**src/rtl/irq_pkg.sv**
```systemverilog
package irq_pkg;
    localparam int LVL_W = 3;
    typedef logic [LVL_W-1:0] lvl_t;
    localparam lvl_t LVL_TOP = '1;
    typedef enum logic {ST_IDLE, ST_PEND} rec_state_e;
endpackage

```
**src/rtl/irq_input_filter.sv**
```systemverilog
// Synchronizes the active-low priority wires and accepts a new level only
// after two consecutive synchronized samples agree.
module irq_input_filter
    import irq_pkg::*;
#(
    parameter int SYNC_STAGES = 2
) (
    input  logic clk,
    input  logic rst_n,
    input  lvl_t pins_n,
    output lvl_t level
);
    lvl_t chain [SYNC_STAGES];
    lvl_t samp_q;
    lvl_t level_q;
    lvl_t synced;

    genvar g;
    generate
        for (g = 0; g < SYNC_STAGES; g++) begin : g_sync
            if (g == 0) begin : g_first
                always_ff @(posedge clk or negedge rst_n) begin
                    if (!rst_n) chain[g] <= '0;       // all wires low encodes level 7
                    else        chain[g] <= pins_n;
                end
            end else begin : g_next
                always_ff @(posedge clk or negedge rst_n) begin
                    if (!rst_n) chain[g] <= '0;
                    else        chain[g] <= chain[g-1];
                end
            end
        end
    endgenerate

    assign synced = chain[SYNC_STAGES-1];

    always_ff @(posedge clk or negedge rst_n) begin
        if (!rst_n) begin
            samp_q  <= '0;
            level_q <= LVL_TOP;
        end else begin
            samp_q <= synced;
            if (synced == samp_q) level_q <= ~synced;   // inversion, R2 agreement
        end
    end

    assign level = level_q;
endmodule

```
**src/rtl/irq_level_eval.sv**
```systemverilog
// Detects a rise into the top level and compares the level against the mask.
module irq_level_eval
    import irq_pkg::*;
(
    input  logic clk,
    input  logic rst_n,
    input  lvl_t level,
    input  lvl_t mask,
    output logic top_rise,
    output logic above_mask
);
    lvl_t prev_q;

    always_ff @(posedge clk or negedge rst_n) begin
        if (!rst_n) prev_q <= LVL_TOP;   // no rise seen out of reset
        else        prev_q <= level;
    end

    assign top_rise   = (level == LVL_TOP) && (prev_q != LVL_TOP);
    assign above_mask = (level > mask);

    // a rise into the top level lasts exactly one cycle
    p_single_rise_r4: assert property (@(posedge clk) disable iff (!rst_n)
        top_rise |=> !top_rise);
endmodule

```
**src/rtl/irq_pend_fsm.sv**
```systemverilog
// Pending/acknowledge controller that owns the priority mask.
module irq_pend_fsm
    import irq_pkg::*;
(
    input  logic clk,
    input  logic rst_n,
    input  lvl_t level,
    input  logic top_rise,
    input  logic above_mask,
    input  logic ack,
    input  logic mask_wr,
    input  lvl_t mask_wdata,
    output lvl_t mask,
    output logic pend,
    output lvl_t pend_lvl
);
    rec_state_e state_q, state_d;
    lvl_t       lvl_q, lvl_d;
    lvl_t       mask_q, mask_d;
    logic       raise;

    assign raise = top_rise || above_mask;

    always_ff @(posedge clk or negedge rst_n) begin
        if (!rst_n) begin
            state_q <= ST_IDLE;
            lvl_q   <= '0;
            mask_q  <= LVL_TOP;
        end else begin
            state_q <= state_d;
            lvl_q   <= lvl_d;
            mask_q  <= mask_d;
        end
    end

    always_comb begin
        state_d = state_q;
        lvl_d   = lvl_q;
        mask_d  = mask_q;
        unique case (state_q)
            ST_IDLE: begin
                if (mask_wr) mask_d = mask_wdata;
                if (raise) begin                // raise
                    state_d = ST_PEND;
                    lvl_d   = level;
                end
            end
            ST_PEND: begin
                if (ack) begin
                    mask_d = lvl_q;
                    if (top_rise) lvl_d = LVL_TOP;   // rearm
                    else          state_d = ST_IDLE; // service
                end else begin
                    if (mask_wr) mask_d = mask_wdata;
                    if (raise && (level > lvl_q)) lvl_d = level;  // upgrade
                end
            end
            default: state_d = ST_IDLE;
        endcase
    end

    assign pend     = (state_q == ST_PEND);
    assign pend_lvl = lvl_q;
    assign mask     = mask_q;

    p_ack_loads_mask_r6: assert property (@(posedge clk) disable iff (!rst_n)
        (state_q == ST_PEND && ack) |=> (mask_q == $past(lvl_q)));
    p_hold_pending_r7: assert property (@(posedge clk) disable iff (!rst_n)
        (state_q == ST_PEND && !ack) |=> (pend && lvl_q >= $past(lvl_q)));
    p_idle_ack_r9: assert property (@(posedge clk) disable iff (!rst_n)
        (state_q == ST_IDLE && ack && !mask_wr) |=> $stable(mask_q));
    p_pend_nonzero_r3: assert property (@(posedge clk) disable iff (!rst_n)
        pend |-> (lvl_q != '0));
endmodule

```
**src/rtl/irq_recognizer.sv**
```systemverilog
module irq_recognizer
    import irq_pkg::*;
#(
    parameter int SYNC_STAGES = 2
) (
    input  logic       clk,
    input  logic       rst_n,
    input  logic [2:0] irq_pins_n,
    input  logic       ack,
    input  logic       mask_wr,
    input  logic [2:0] mask_wdata,
    output logic [2:0] mask,
    output logic       pend,
    output logic [2:0] pend_lvl
);
    lvl_t level;
    logic top_rise;
    logic above_mask;

    irq_input_filter #(.SYNC_STAGES(SYNC_STAGES)) u_filter (
        .clk    (clk),
        .rst_n  (rst_n),
        .pins_n (irq_pins_n),
        .level  (level)
    );

    irq_level_eval u_eval (
        .clk        (clk),
        .rst_n      (rst_n),
        .level      (level),
        .mask       (mask),
        .top_rise   (top_rise),
        .above_mask (above_mask)
    );

    irq_pend_fsm u_fsm (
        .clk        (clk),
        .rst_n      (rst_n),
        .level      (level),
        .top_rise   (top_rise),
        .above_mask (above_mask),
        .ack        (ack),
        .mask_wr    (mask_wr),
        .mask_wdata (mask_wdata),
        .mask       (mask),
        .pend       (pend),
        .pend_lvl   (pend_lvl)
    );
endmodule

```
**config.mk**
```make
export PLATFORM = sky130hd
export DESIGN_NAME = irq_recognizer
export DESIGN_NICKNAME = d
export VERILOG_FILES = /design/src/rtl/irq_pkg.sv /design/src/rtl/irq_input_filter.sv /design/src/rtl/irq_level_eval.sv /design/src/rtl/irq_pend_fsm.sv /design/src/rtl/irq_recognizer.sv
export SDC_FILE = /design/constraint.sdc
export NUM_CORES = 1
export LEC_CHECK = 0
export ABC_AREA = 1
export ABC_CLOCK_PERIOD_IN_PS = 1700
export BUFFER_PORTS_ARGS = -buffer_cell sky130_fd_sc_hd__buf_2
export CAP_MARGIN = 20
export CORE_UTILIZATION = 40
export CTS_CLUSTER_DIAMETER = 120
export DETAILED_ROUTE_END_ITERATION = 8
export GPL_ROUTABILITY_DRIVEN = 0
export PLACE_DENSITY_LB_ADDON = 0.15
export SETUP_SLACK_MARGIN = 0.02
export SLEW_MARGIN = 10
export SYNTH_ARGS = -nofsm -noshare
export SYNTH_HDL_FRONTEND = slang
export SYNTH_HIERARCHICAL = 1
export SYNTH_SLANG_ARGS = --single-unit
```
**constraint.sdc**
```tcl
create_clock -name clk -period 1.7 [get_ports clk]
set_input_delay 0.255 -clock clk [delete_from_list [all_inputs] [get_ports clk]]
set_output_delay 0.255 -clock clk [all_outputs]
set_load 0.02 [all_outputs]
```
* Word-level counts from Yosys, hierarchy flattened
Cells that the tools add are included.
** Storage, ports and cells
- Memories :: 0
- Memory bits (read-only) :: 0
- Output and inout bits :: 7
- Memory bits (writable) :: 0
- Bits in latches :: 0
- Word-level logic and storage cells :: 34
- Bits of input ports :: 10
- Register bits :: 22
** Operators by class
- Eq/ne operators :: 6
- Multipliers :: 0
- Reductions and logical operators :: 4
- Add/subtract/negate cells :: 0
- Div/mod/pow operators :: 0
- Bitwise gates (word level) :: 2
- Order comparisons :: 2
- Muxes and demuxes :: 12
- Shifts and indexed selects :: 0
** Operator list (number)
- two-way mux 3 bit :: 6
- one-hot mux 3 bit (2 select lines) :: 2
- > comparator 3 bit :: 2
- inequality test 3 bit (second input constant) :: 2
- equality test 3 bit :: 1
- equality test 3 bit (second input constant) :: 1
- two-way mux 1 bit :: 3
- inequality test 3 x 2 -> 1 bit (second input constant) :: 1
- inverter 3 bit :: 1
- AND reduction 3 bit :: 1
- logical AND 1 bit :: 2
- inequality test 2 x 1 -> 1 bit (second input constant) :: 1
- one-hot mux 1 bit (2 select lines) :: 1
- logical OR 1 bit :: 1
- inverter 1 bit :: 1

* Logic depth before layout (Yosys ltp)
- Word-level depth :: 7
- Depth in mapped cells :: 15
- Depth with buffers taken out :: 15

* By module
The synthesis kept the hierarchy.
** By module, submodules not included
- irq_pend_fsm :: sequential area each 178.9 um^2, cells each 56, area each 436.7 um^2, times used 1
- irq_input_filter :: sequential area each 304.0 um^2, cells each 34, area each 412.9 um^2, times used 1
- irq_level_eval :: sequential area each 78.8 um^2, cells each 22, area each 178.9 um^2, times used 1

* Worst setup path before layout
Ideal clock, no wire load.
- Kind :: register -> register
- Start :: register u_fsm.mask_q[2], in the netlist u_fsm/mask[2]
- End :: register u_fsm.lvl_q[0], in the netlist u_fsm/pend_lvl[0]
- Data arrival time :: 1.675 ns
- Setup time :: 0.117 ns
- Path buffers :: 0
- Setup slack :: -0.093 ns
- Required time :: 1.583 ns
- Period minus slack after synthesis :: 1.793 ns
- Cell stages (with the launch flop) :: 16
- Cells stage by stage :: dfstp_2 -> inv_1 -> ha_1 -> nand2_1 -> nor2_1 -> nor2_1 -> nor2_1 -> inv_1 -> nand2_1 -> nand2_1 -> inv_1 -> nand2_1 -> nand2_2 -> nand2_4 -> nand2_1 -> nand2_1
** Between the ends
- Word-level cells in the longest chain between the ends :: 5
- Elaborated cells on any way between the ends :: 6
- Classes of those cells :: order compare (1); eq/ne (2); reduce/logical (3)
** RTL lines
- start, declared :: RTL line irq_pend_fsm.sv:19 : lvl_t mask_q, mask_d;
- start signal, assigned :: RTL line irq_pend_fsm.sv:32 : mask_q <= mask_d;
- > comparator 3 bit * :: RTL line irq_level_eval.sv:20 : assign above_mask = (level > mask);
- named net above_mask :: RTL line irq_recognizer.sv:18 : logic above_mask;
- logical OR 1 bit * :: RTL line irq_pend_fsm.sv:22 : assign raise = top_rise || above_mask;
- logical AND 1 bit :: RTL line irq_pend_fsm.sv:55 : if (raise && (level > lvl_q)) lvl_d = level;
- inequality test 3 bit (no line)
- AND reduction 3 bit (no line) *
- end signal, assigned :: RTL line irq_pend_fsm.sv:31 : lvl_q <= lvl_d;
- end, declared :: RTL line irq_pend_fsm.sv:18 : lvl_t lvl_q, lvl_d;
The timed path passes the listed nets; every way through them passes the cells marked *.
A chain may end at the register's enable or synchronous reset.

* Worst setup path in the final report
- Start :: register u_fsm.mask_q[2], in the netlist u_fsm/mask[2]
- End :: register u_fsm.lvl_q[1], in the netlist u_fsm/pend_lvl[1]
Same word-level chain as after synthesis.

==> out/metrics.cfg <==
[global_routing]
antenna_found_initial=0
overflow=0
grt_pass1_vias=704
grtUsageTotal_pct=14.8
grt_max_degree=23
grt_pass1_wl_um=2880

[logic_synthesis]
synth_largest_area_cell=dfrtp_1
synth_edf_count=0
synth-seq-area-share_pct=54.6
synth_most_common_cell=nand2_1
synth.ff_latch_count=22
synth_nets=128
synth_area_um2=1030
avgSynthCellArea_um2=9.18
synth_area_leaders=dfrtp_1, dfstp_2, nand2_1, inv_1, ha_1
ys_warn_count=6
synthTopCellsByCount=nand2_1, inv_1, dfrtp_1, dfstp_2, nor2_1
synthCells=112
async_flop_share_pct=100
synth-main-ff-cell=dfrtp_1
synthDistinctLibCells=18
synth_top_area_share_pct=31.6

[drt]
drc=0
totalWireLength_um=1820
wl_per_cell_um=10.7
first_iter_violations=11
num_vias=788
vias_per_cell=4.64
ant_nets=0
first_pass_iters=4

[die]
ios=17
dieHeight_um=52.7
core_um2=2450
die_area_um2=2780
start_util_pct=41.9
fp.dieW_um=52.7
fp-row-count=18

[hold_path]
worstHoldPathType=primary input to flip-flop

[placed_design]
dpl_cell_area_um2=1220
hpwl_um=1360
io_buffers=16

[run_status]
failed_checks=negative setup slack
status=complete, but fails checks

[worst_setup_path]
crit_path_end_kind=flip-flop
crit_path_frequent_cell=nand2_1
path_cells=inv_2 > ha_4 > nand2_1 > nand2_1 > nor2_1 > nor2_2 > buf_4 > buf_4 > o21ai_4 > nand2_4 > nand3_1 > nand2_1
critPathArrivalTime_ns=2.06
worst-path-max-fanout=5
crit_path_max_incr_delay_ns=0.56
required_ns=1.93
cp.buffers_inverters=3
path_class=flip-flop to flip-flop
startpoint_type=flip-flop
critical-path-top-delay-family=flip-flops
slowest_stage=dfstp_2

[cells_and_area]
finalNetCount=157
drive_gt1_share_pct=35.7
nFillCells=238
antenna_cells=0
area_delta_synth_final_pct=26.3
final-seq-area_um2=562
stdcell_area_um2=1300
multi_input_area_um2=422

[timing]
finClkSkew_ns=0.0104
finalSetupViolations=3
finalCriticalPeriod_ns=1.83
hold_viol_final=0
hold_ws_ns=0.0394
report.final.slew_viol_count=0
rsz0062_at_grt=yes
max_freq_ghz=0.547
worst_pin_slew_ns=0.464
slew_headroom_pct=69.1
final.setup.worst_slack_ns=-0.129
finalCritPeriodShare_pct=108

[clock_tree]
insertion_delay_ns=0.32
cts_tree=built
htreeDepth=1
cts-buffers-inserted=3
cts.sinks=22
cts_root_buf=clkbuf_4
clkTransAtPathRegs_ns=0.13
clockBufferDepth=2

[flow_run]
maxCapViolations=0

[power]
p_per_area_nw_per_um2=1790
leakage_nw=0.698
peakVddDrop_mv=1.32

## worst register-to-register path, stage by stage (launching register included)
cell	delay (ns)
dfstp_2	0.56
inv_2	0.05
ha_4	0.23
nand2_1	0.05
nand2_1	0.04
nor2_1	0.12
nor2_2	0.06
buf_4	0.13
buf_4	0.13
o21ai_4	0.13
nand2_4	0.09
nand3_1	0.10
nand2_1	0.05
## path summary, 6_finish.rpt
check / start / endpoint / cells past startpoint / slack [ns]
max in group asynchronous: rst_n / u_filter/level[0] / 2 / 0.94
min in group asynchronous: rst_n / u_fsm/pend_lvl[1] / 2 / 0.40
min: irq_pins_n[1] / u_filter/chain[4] / 1 / 0.04
max: u_fsm/mask[2] / u_fsm/pend_lvl[1] / 12 / -0.13
max reg2reg: u_fsm/mask[2] / u_fsm/pend_lvl[1] / 12 / -0.13
min reg2reg: u_filter/chain[5] / u_filter/synced[2] / 0 / 0.36
## registers in the layout, summed over array words and instances, names as in the netlist
signal	cells
u_eval/prev_q	3
u_filter/chain	3
u_filter/level	3
u_filter/samp_q	3
u_filter/synced	3
u_fsm/mask	3
u_fsm/pend	1
u_fsm/pend_lvl	3
## cells in the final DEF (no fill, tap or decap), drive strengths merged
cell,count
nand4,3
xnor2,1
o22ai,2
dfrtp,13
nor2,8
dfstp,9
o21ai,3
inv,22
bufinv,1
dlygate4sd3,1
buf,23
nand3,7
ha,6
a31oi,1
a21oi,2
nand2,35
clkbuf,3
## routing by layer
metal	share of wire, %	global-route usage (%)	up-vias
met1	50	19.2	372
li1	-	-	401
met3	2.5	4.35	4
met4	1.4	6.58	0
met2	46	22.6	11
met5	0	0	-
## final cells by class
cell class	count	area share, %
sequential	22	43.3
multi-input combinational	68	32.5
timing repair buffer	24	11.0
inverter	22	6.36
tap	30	2.89
clock inverter	1	2.31
clock buffer	3	1.73
## per-stage QoR
stage / setup slack (ns) / TNS [ns] / power, mW / util (%) / instances
2_1_floorplan: -0.0619 / -0.184 / 1.51 / - / 112
3_3_place_gp: -0.0758 / -0.222 / 1.82 / 49.6 / 164
3_5_place_dp: -0.0979 / -0.291 / 1.85 / 49.6 / 164
4_1_cts: -0.0817 / -0.241 / 2.27 / 52.3 / 169
5_1_grt: -0.266 / -0.825 / 2.49 / 52.9 / 170
6_report: -0.129 / -0.379 / 2.32 / 52.9 / 170
## where the power goes
part           internal, mW  total [mW]  switching (mW)
clock                 0.238       0.408           0.170
sequential            0.708       0.816           0.107
combinational         0.467        1.10           0.628
## kinds of logic after synthesis
| family | count (synthesis) | synth area share, % |
|---|---|---|
| AND/OR/NAND/NOR | 53 | 23.8 |
| buffers and inverters | 22 | 8.03 |
| flip-flops | 22 | 54.6 |
| AO/OA/AOI/OAI | 8 | 4.62 |
| adder cells (fa/ha/maj) | 6 | 7.30 |
| XOR/XNOR | 1 | 1.58 |
## timing repair
action                                  CTS  global route
setup buffers                             0             1
hold endpoints to repair                 13             0
hold buffers                              1             0
pin swaps                                 0             0
endpoints found under the setup margin    3             3
gates resized for setup                   1             1
Note: power is estimated with default switching activity, not from simulation.
